[config.mk]
export PLATFORM = sky130hd
export DESIGN_NAME = swallow_cnt
export DESIGN_NICKNAME = d
export VERILOG_FILES = /design/src/rtl/swc_pkg.sv /design/src/rtl/swc_limit.sv /design/src/rtl/swc_down.sv /design/src/rtl/swc_flag.sv /design/src/rtl/swallow_cnt.sv
export SDC_FILE = /design/constraint.sdc
export NUM_CORES = 1
export LEC_CHECK = 0
export ABC_AREA = 1
export BUFFER_PORTS_ARGS = -buffer_cell sky130_fd_sc_hd__clkbuf_2
export CAP_MARGIN = 40
export CORE_MARGIN = 1
export CORE_UTILIZATION = 47
export DETAILED_ROUTE_END_ITERATION = 16
export GPL_TIMING_DRIVEN = 0
export PLACE_DENSITY = 0.83
export SYNTH_ARGS = -nofsm -noshare
export SYNTH_HDL_FRONTEND = slang
export SYNTH_SLANG_ARGS = --single-unit
[constraint.sdc]
create_clock -name clk_i -period 1.4 [get_ports clk_i]
set_input_delay 0.21 -clock clk_i [delete_from_list [all_inputs] [get_ports clk_i]]
set_output_delay 0.21 -clock clk_i [all_outputs]
set_load 0.05 [all_outputs]
[src/rtl/swc_pkg.sv]
package swc_pkg;
  localparam int unsigned CNT_W  = 6;
  localparam int unsigned LO_MAX = 31;
  localparam int unsigned HI_MAX = 47;
endpackage

[src/rtl/swc_limit.sv]
module swc_limit #(
  parameter int unsigned W      = 6,
  parameter int unsigned LO_MAX = 31,
  parameter int unsigned HI_MAX = 47
) (
  input  logic [W-1:0] prog_i,
  input  logic         band_hi_i,
  output logic [W-1:0] lim_o,
  output logic         zero_o
);
  localparam logic [W-1:0] LoCap = W'(LO_MAX);
  localparam logic [W-1:0] HiCap = W'(HI_MAX);

  logic [W-1:0] cap;
  assign cap    = band_hi_i ? HiCap : LoCap;
  assign lim_o  = (prog_i > cap) ? cap : prog_i;
  assign zero_o = (lim_o == '0);
endmodule

[src/rtl/swc_down.sv]
module swc_down #(
  parameter int unsigned W = 6
) (
  input  logic         clk_i,
  input  logic         rst_ni,
  input  logic         load_i,
  input  logic [W-1:0] lim_i,
  input  logic         step_i,
  output logic [W-1:0] cnt_o,
  output logic         last_o
);
  localparam logic [W-1:0] One = W'(1);

  logic [W-1:0] cnt_q;

  always_ff @(posedge clk_i or negedge rst_ni) begin
    if (!rst_ni)     cnt_q <= '0;
    else if (load_i) cnt_q <= lim_i;
    else if (step_i) cnt_q <= last_o ? '0 : cnt_q - One;
  end

  // this step ends the count
  assign last_o = (cnt_q <= One);
  assign cnt_o  = cnt_q;
endmodule

[src/rtl/swc_flag.sv]
module swc_flag (
  input  logic clk_i,
  input  logic rst_ni,
  input  logic load_i,
  input  logic load_zero_i,
  input  logic set_i,
  output logic mod_o
);
  logic mod_q;

  always_ff @(posedge clk_i or negedge rst_ni) begin
    if (!rst_ni)     mod_q <= 1'b0;
    else if (load_i) mod_q <= load_zero_i;
    else if (set_i)  mod_q <= 1'b1;
  end

  assign mod_o = mod_q;
endmodule

[src/rtl/swallow_cnt.sv]
module swallow_cnt
  import swc_pkg::*;
#(
  parameter int unsigned W      = CNT_W,
  parameter int unsigned LO_LIM = LO_MAX,
  parameter int unsigned HI_LIM = HI_MAX
) (
  input  logic         clk_i,
  input  logic         rst_ni,
  input  logic         tick_i,
  input  logic         load_i,
  input  logic [W-1:0] prog_i,
  input  logic         band_hi_i,
  output logic         mod_o
);
  logic [W-1:0] lim;
  logic         lim_zero;
  logic [W-1:0] cnt_q;
  logic         last;
  logic         step;
  logic         mod_q;

  swc_limit #(.W(W), .LO_MAX(LO_LIM), .HI_MAX(HI_LIM)) u_limit (
    .prog_i    (prog_i),
    .band_hi_i (band_hi_i),
    .lim_o     (lim),
    .zero_o    (lim_zero)
  );

  // frozen while flag is high
  assign step = tick_i & ~mod_q;

  swc_down #(.W(W)) u_down (
    .clk_i  (clk_i),
    .rst_ni (rst_ni),
    .load_i (load_i),
    .lim_i  (lim),
    .step_i (step),
    .cnt_o  (cnt_q),
    .last_o (last)
  );

  swc_flag u_flag (
    .clk_i       (clk_i),
    .rst_ni      (rst_ni),
    .load_i      (load_i),
    .load_zero_i (lim_zero),
    .set_i       (step & last),
    .mod_o       (mod_q)
  );

  assign mod_o = mod_q;
endmodule

Word-level counts from Yosys, hierarchy flattened
Index checks and enable logic that the tools add are counted.
- add/sub/neg operators: 1
- $mul: 0
- div/mod/pow operators: 0
- $lt $le $gt $ge: 2
- equality and inequality tests: 0
- shift-type cells: 0
- multiplexer cells: 7
- bitwise logic cells: 3
- reduce and logical (&&, ||, !) cells: 3
- operators with widths (cell ; count):
    two-way mux 6 bit ; 5
    greater-than comparator 6 bit ; 1
    <= comparator 6 x 1 -> 1 bit (second input constant) ; 1
    zero test 6 bit ; 1
    subtractor 6 x 1 -> 6 bit (second input constant) ; 1
    nonzero test 2 bit ; 2
    bitwise AND 1 bit ; 2
    two-way mux 1 bit ; 2
    inverter 1 bit ; 1
- bits in registers: 7
- bits in latches: 0
- RAM bits: 0
- memory bits (read-only): 0
- output and inout bits: 1
- memories kept: 0

Depth between registers and ports, before layout
- word-level depth: 5
- gate-level depth with buffers: 10
- depth with buffers taken out: 10

Modules after synthesis
Synthesis repeated with hierarchy kept, for this count alone.
- cells, all modules: 98
- area, all modules: 668.1 um^2
- by module, submodules not included (module ; times used ; cells each ; area each (um^2)):
    swc_down ; 1 ; 58 ; 445.4
    swc_limit ; 1 ; 30 ; 157.7
    swc_flag ; 1 ; 5 ; 41.3
    swallow_cnt ; 1 ; 5 ; 23.8

Least setup slack after synthesis
OpenSTA, ideal clock, no wires.
- kind: register to register
- start point: register u_flag.mod_q (netlist: u_flag.mod_o)
- end point: register u_down.cnt_q[3] (netlist: u_down.cnt_o[3])
- setup time: 117 ps
- arrival time: 1178 ps
- required time: 1283 ps
- slack: 104 ps
- stages on the path, launching flop included: 6
- path buffers: 0
- clock period less this slack: 1296 ps
- path through: dfrtp_1 nor2_4 nor2_1 o21ai_0 nand3_1 nand2_1
- word-level cells in the longest chain between the ends: 3
- RTL lines (element ; RTL line ; text):
    from (decl) ; swc_flag.sv:9 ; logic mod_q;
    from (signal assigned) ; swc_flag.sv:13 ; else if (load_i) mod_q <= load_zero_i;
    inverter 1 bit ; swallow_cnt.sv:31 ; assign step = tick_i & ~mod_q;
    bitwise AND 1 bit ; swallow_cnt.sv:31 ;
    nonzero test 2 bit (no source line) ; - ;
    to (signal assigned) ; swc_down.sv:18 ; else if (load_i) cnt_q <= lim_i;
    to (signal assigned) ; swc_down.sv:19 ; else if (step_i) cnt_q <= last_o ? '0 : cnt_q - One;
    to (decl) ; swc_down.sv:14 ; logic [W-1:0] cnt_q;
No other way between the ends.
A chain may end at the register's enable or synchronous reset.

Final worst setup path
- start point: register u_down.cnt_q[0] (netlist: u_down.cnt_o[0])
- end point: register u_down.cnt_q[5] (netlist: u_down.cnt_o[5])
- word-level cells in the longest chain between the ends: 4
- RTL lines (element ; RTL line):
    subtractor 6 x 1 -> 6 bit / <= comparator 6 x 1 -> 1 bit (equally long branches) ; swc_down.sv:19, swc_down.sv:23
    two-way mux 6 bit (*) (2 in series) ; swc_down.sv:19
    two-way mux 6 bit (*) ; swc_down.sv:18
Mark *: on every way between the ends. The rest lies on a longest branch, timed or not. The select of a mux whose other input is x is not followed.

==> summary.md <==
| Metric | Value |
|---|---|
| Critical R2R Launch | u_down.cnt_o[0]$_DFFE_PN0P_ |
| Tot Pwr | 0.6961 mW |
| Fin. Hold Viols | 0 |
| Boundary Pins | 12 |
| R2r endpoint | u_down.cnt_o[5]$_DFFE_PN0P_ |
| Cell count after synthesis | 99 |
| Crit-path max FO | 4 |
| Worst stage delay on the critical path | 410 ps |
| DP HPWL | slightly above 1000 um |
| CTS Buffer Depth | 2 |
| CTS Root Cell | clkbuf_4 |
| CP max stage cell | dfrtp_1 |
| Worst EP arrival | about 1500 ps |
| Fin crit share | a little over nine tenths |
| Antenna Nets Post-Route | 0 |
| Hold Crit Start | load_i |
| Skew-Pair Late Insertion Delay | about 260 ps |
| CTS tree | done |
| Outcome | finished, final reports clean |
| Synth Register Bits | 7 |
| Total leakage power | 0.4361 nW |
| Met3 GRT Util | 6.977% |
| Largest net degree at the start of global routing | 9 |
| PortBufs | 10 |
| Worst r2r path cells | 9 |
| Worst-path clk slew | approximately 50 ps |
| GR Layer Usage met1 | 27.44% |
| Core area | 0.001171 mm2 |
| Worst slew pin tran | 299.2 ps |
| Avg Synthesized Cell Area | 6.319 um2 |
| Routed via count | 672 |
| Htree depth | 1 |
| CP Launch Type | register |
| Post-route DRC | 0 |
| Slew Viols, Final | 0 |
| Buf/Inv on CP | 3 |
| Grt ovf | 0 |
| Final setup viols | 0 |
| DRT Wirelength | 1500 um |
| Global-route wire length before repair | 2242 um |
| Gr usage total | 23.76% |
| Global routing met2 resource utilization | 36.25% |
| Die Ht | 38.49 um |
| Initial antenna violation count | 0 |
| WP data required | 1550 ps |
| Yosys warning count | 0 |
| Skew final | 1.911 ps |
| Register area share after synthesis | 28.00% |
| Max Freq | 735.7 MHz |
| Setup CP Type | register to register |
| GP Congestion | 0.7998 |
| Synthesis-to-layout area growth | 23.40% |
| Die width | 38.49 um |
| Rel. slew slack | 79.98% |
| Max-cap violations | 0 |
| CTS Sinks | 7 |
| Vias in the first global route | 564 |
| Power density cells | 901.7 mW/mm2 |
| Total CTS buffers | 3 |
| Antenna Cells | 0 |
| Fillers | between 100 and 150 |
| Post-synth net total | ~110 |
| WL per Instance | 11.45 um |
| Reg-to-reg slack, setup | about 40 ps |
| Hold Path Sink | u_down.cnt_o[4]$_DFFE_PN0P_ |
| Element type at the critical path end | register |
| Layout cells sized above 1 | 23.08% |
| Worst vdd ir | 586.4 uV |
| Die area | approximately 0.0015 mm2 |
| Netlist Area Pre-Place | 625.6 um2 |
| Worst Hold Path Cells | 3 |
| Top Family by Delay on Critical Path | simple AND/OR/NAND/NOR gates |
| Busiest grt layer | met2 |
| Fin crit period | 1359 ps |
| Sequence of cells on the critical path | inv_2, ha_4, inv_1, nand2_1, nand3_2, nand3_4, inv_1, nand2_1, nand3_1 |
| Via-to-Cell Ratio | 5.130 |
| Starting DRT DRC Count | 28 |
| Cell Rows | 12 |
| Initial core utilization | a little over half |
| Fin nets | 133 |
| Initial DRT Pass Iterations | 4 |
| Place WS | -38.42 ps |
| Setup ws final | 40.78 ps |
| Hold crit path type | input pin to register |
| Synth cell types | 18 |
[repair_timing]
action,CTS,global route
hold endpoints to repair,7,0
hold buffers,1,0
setup endpoints to repair,3,5
resized for setup,2,4
pin swaps,1,2
buffers inserted,0,3
[cell usage after synthesis]
master / instances / area share (%)
nand4_1: 1 / 1.0
nand2_1: 34 / 20
o21ai_0: 5 / 4.0
buf_4: 1 / 1.2
o211ai_1: 1 / 1.2
o21ai_1: 1 / 0.80
nor2_4: 1 / 1.8
inv_1: 17 / 10
ha_1: 4 / 8.0
xnor2_1: 1 / 1.4
nor2_1: 10 / 6.0
dfrtp_1: 7 / 28
or2_1: 1 / 1.0
nor2_2: 2 / 2.0
inv_4: 1 / 1.0
nor3_1: 1 / 0.80
nand3_1: 8 / 6.4
nand3_2: 3 / 4.8
[power breakdown]
group	leakage, nW	internal (mW)	switching, mW
Combinational	0.337	0.0993	0.141
Clock	0.0150	0.110	0.0864
Sequential	0.0845	0.229	0.0307
Total	0.436	0.438	0.258
[logic make-up after synthesis]
| group | synth area share (%) |
|---|---|
| and+or+nand+nor | 44.20 |
| buffers and inverters | 12.40 |
| AOI/OAI and AO/OA | 5.999 |
| DFF | 28.00 |
| adders and majority gates | 8.000 |
| xor gates and xnor gates | 1.400 |
[placed cells by master, fill, tap and decap left out, types with 3 or more instances in the layout]
cell type | Yosys | layout
clkbuf_4 | 0 | 3
inv_1 | 17 | 15
o21ai_0 | 5 | 4
nand3_1 | 8 | 8
buf_4 | 1 | 4
nor2_1 | 10 | 10
clkbuf_2 | 0 | 10
ha_1 | 4 | 3
nand2_1 | 34 | 34
dfrtp_1 | 7 | 7
[flip-flops by register name, summed over array words and instances (netlist names)]
name and flops:
u_down.cnt_o 6, u_flag.mod_o 1
[layer usage]
layer,routed length (um),share of wire [%],vias to the layer above
met5,0,0,-
met4,61,4.1,0
met3,106,7.1,6
met2,731,49,27
met1,601,40,296
li1,-,-,343
[per-stage QoR]
stage          utilization, %  hold WS, ps  cell area [um2]  TNS [ps]  instances
2_1_floorplan               -       -85.59            625.6         0         99
3_3_place_gp            59.19        57.07            693.2         0        123
3_5_place_dp            59.19        57.57            693.2    -79.90        123
4_1_cts                 63.35        245.8            742.0         0        128
5_1_grt                 65.92        242.5            772.0    -44.28        131
6_report                65.92        240.7            772.0         0        131
[cell type report]
type / instances / area, um2 / area share (%)
buffer: 1 / 7.507 / 0.9724
clock buffer: 4 / 26.28 / 3.404
inverter: 18 / 70.07 / 9.076
multi-input combinational: 73 / 392.9 / 50.89
sequential: 7 / 175.2 / 22.69
tap: 14 / 17.52 / 2.269
timing repair buffer: 14 / 82.58 / 10.70
[tightest hold or removal path, stage by stage]
cell     delay (ps)
buf_4           140
nand2_1          60
nand2_1          50
[worst max-delay path by stage]
stage                                      startpoint                     endpoint  slack, ps  cells after the start
after global placement    u_down.cnt_o[0]$_DFFE_PN0P_  u_down.cnt_o[4]$_DFFE_PN0P_          2                      9
after detailed placement  u_down.cnt_o[0]$_DFFE_PN0P_  u_down.cnt_o[4]$_DFFE_PN0P_        -40                      9
after floorplan              u_flag.mod_o$_DFFE_PN0P_  u_down.cnt_o[3]$_DFFE_PN0P_        100                      5
after global routing      u_down.cnt_o[0]$_DFFE_PN0P_  u_down.cnt_o[5]$_DFFE_PN0P_        -40                      9
final                     u_down.cnt_o[0]$_DFFE_PN0P_  u_down.cnt_o[5]$_DFFE_PN0P_         40                      9
after CTS                 u_down.cnt_o[0]$_DFFE_PN0P_  u_down.cnt_o[4]$_DFFE_PN0P_         30                      9
Note: power is estimated with default switching activity, not from simulation.
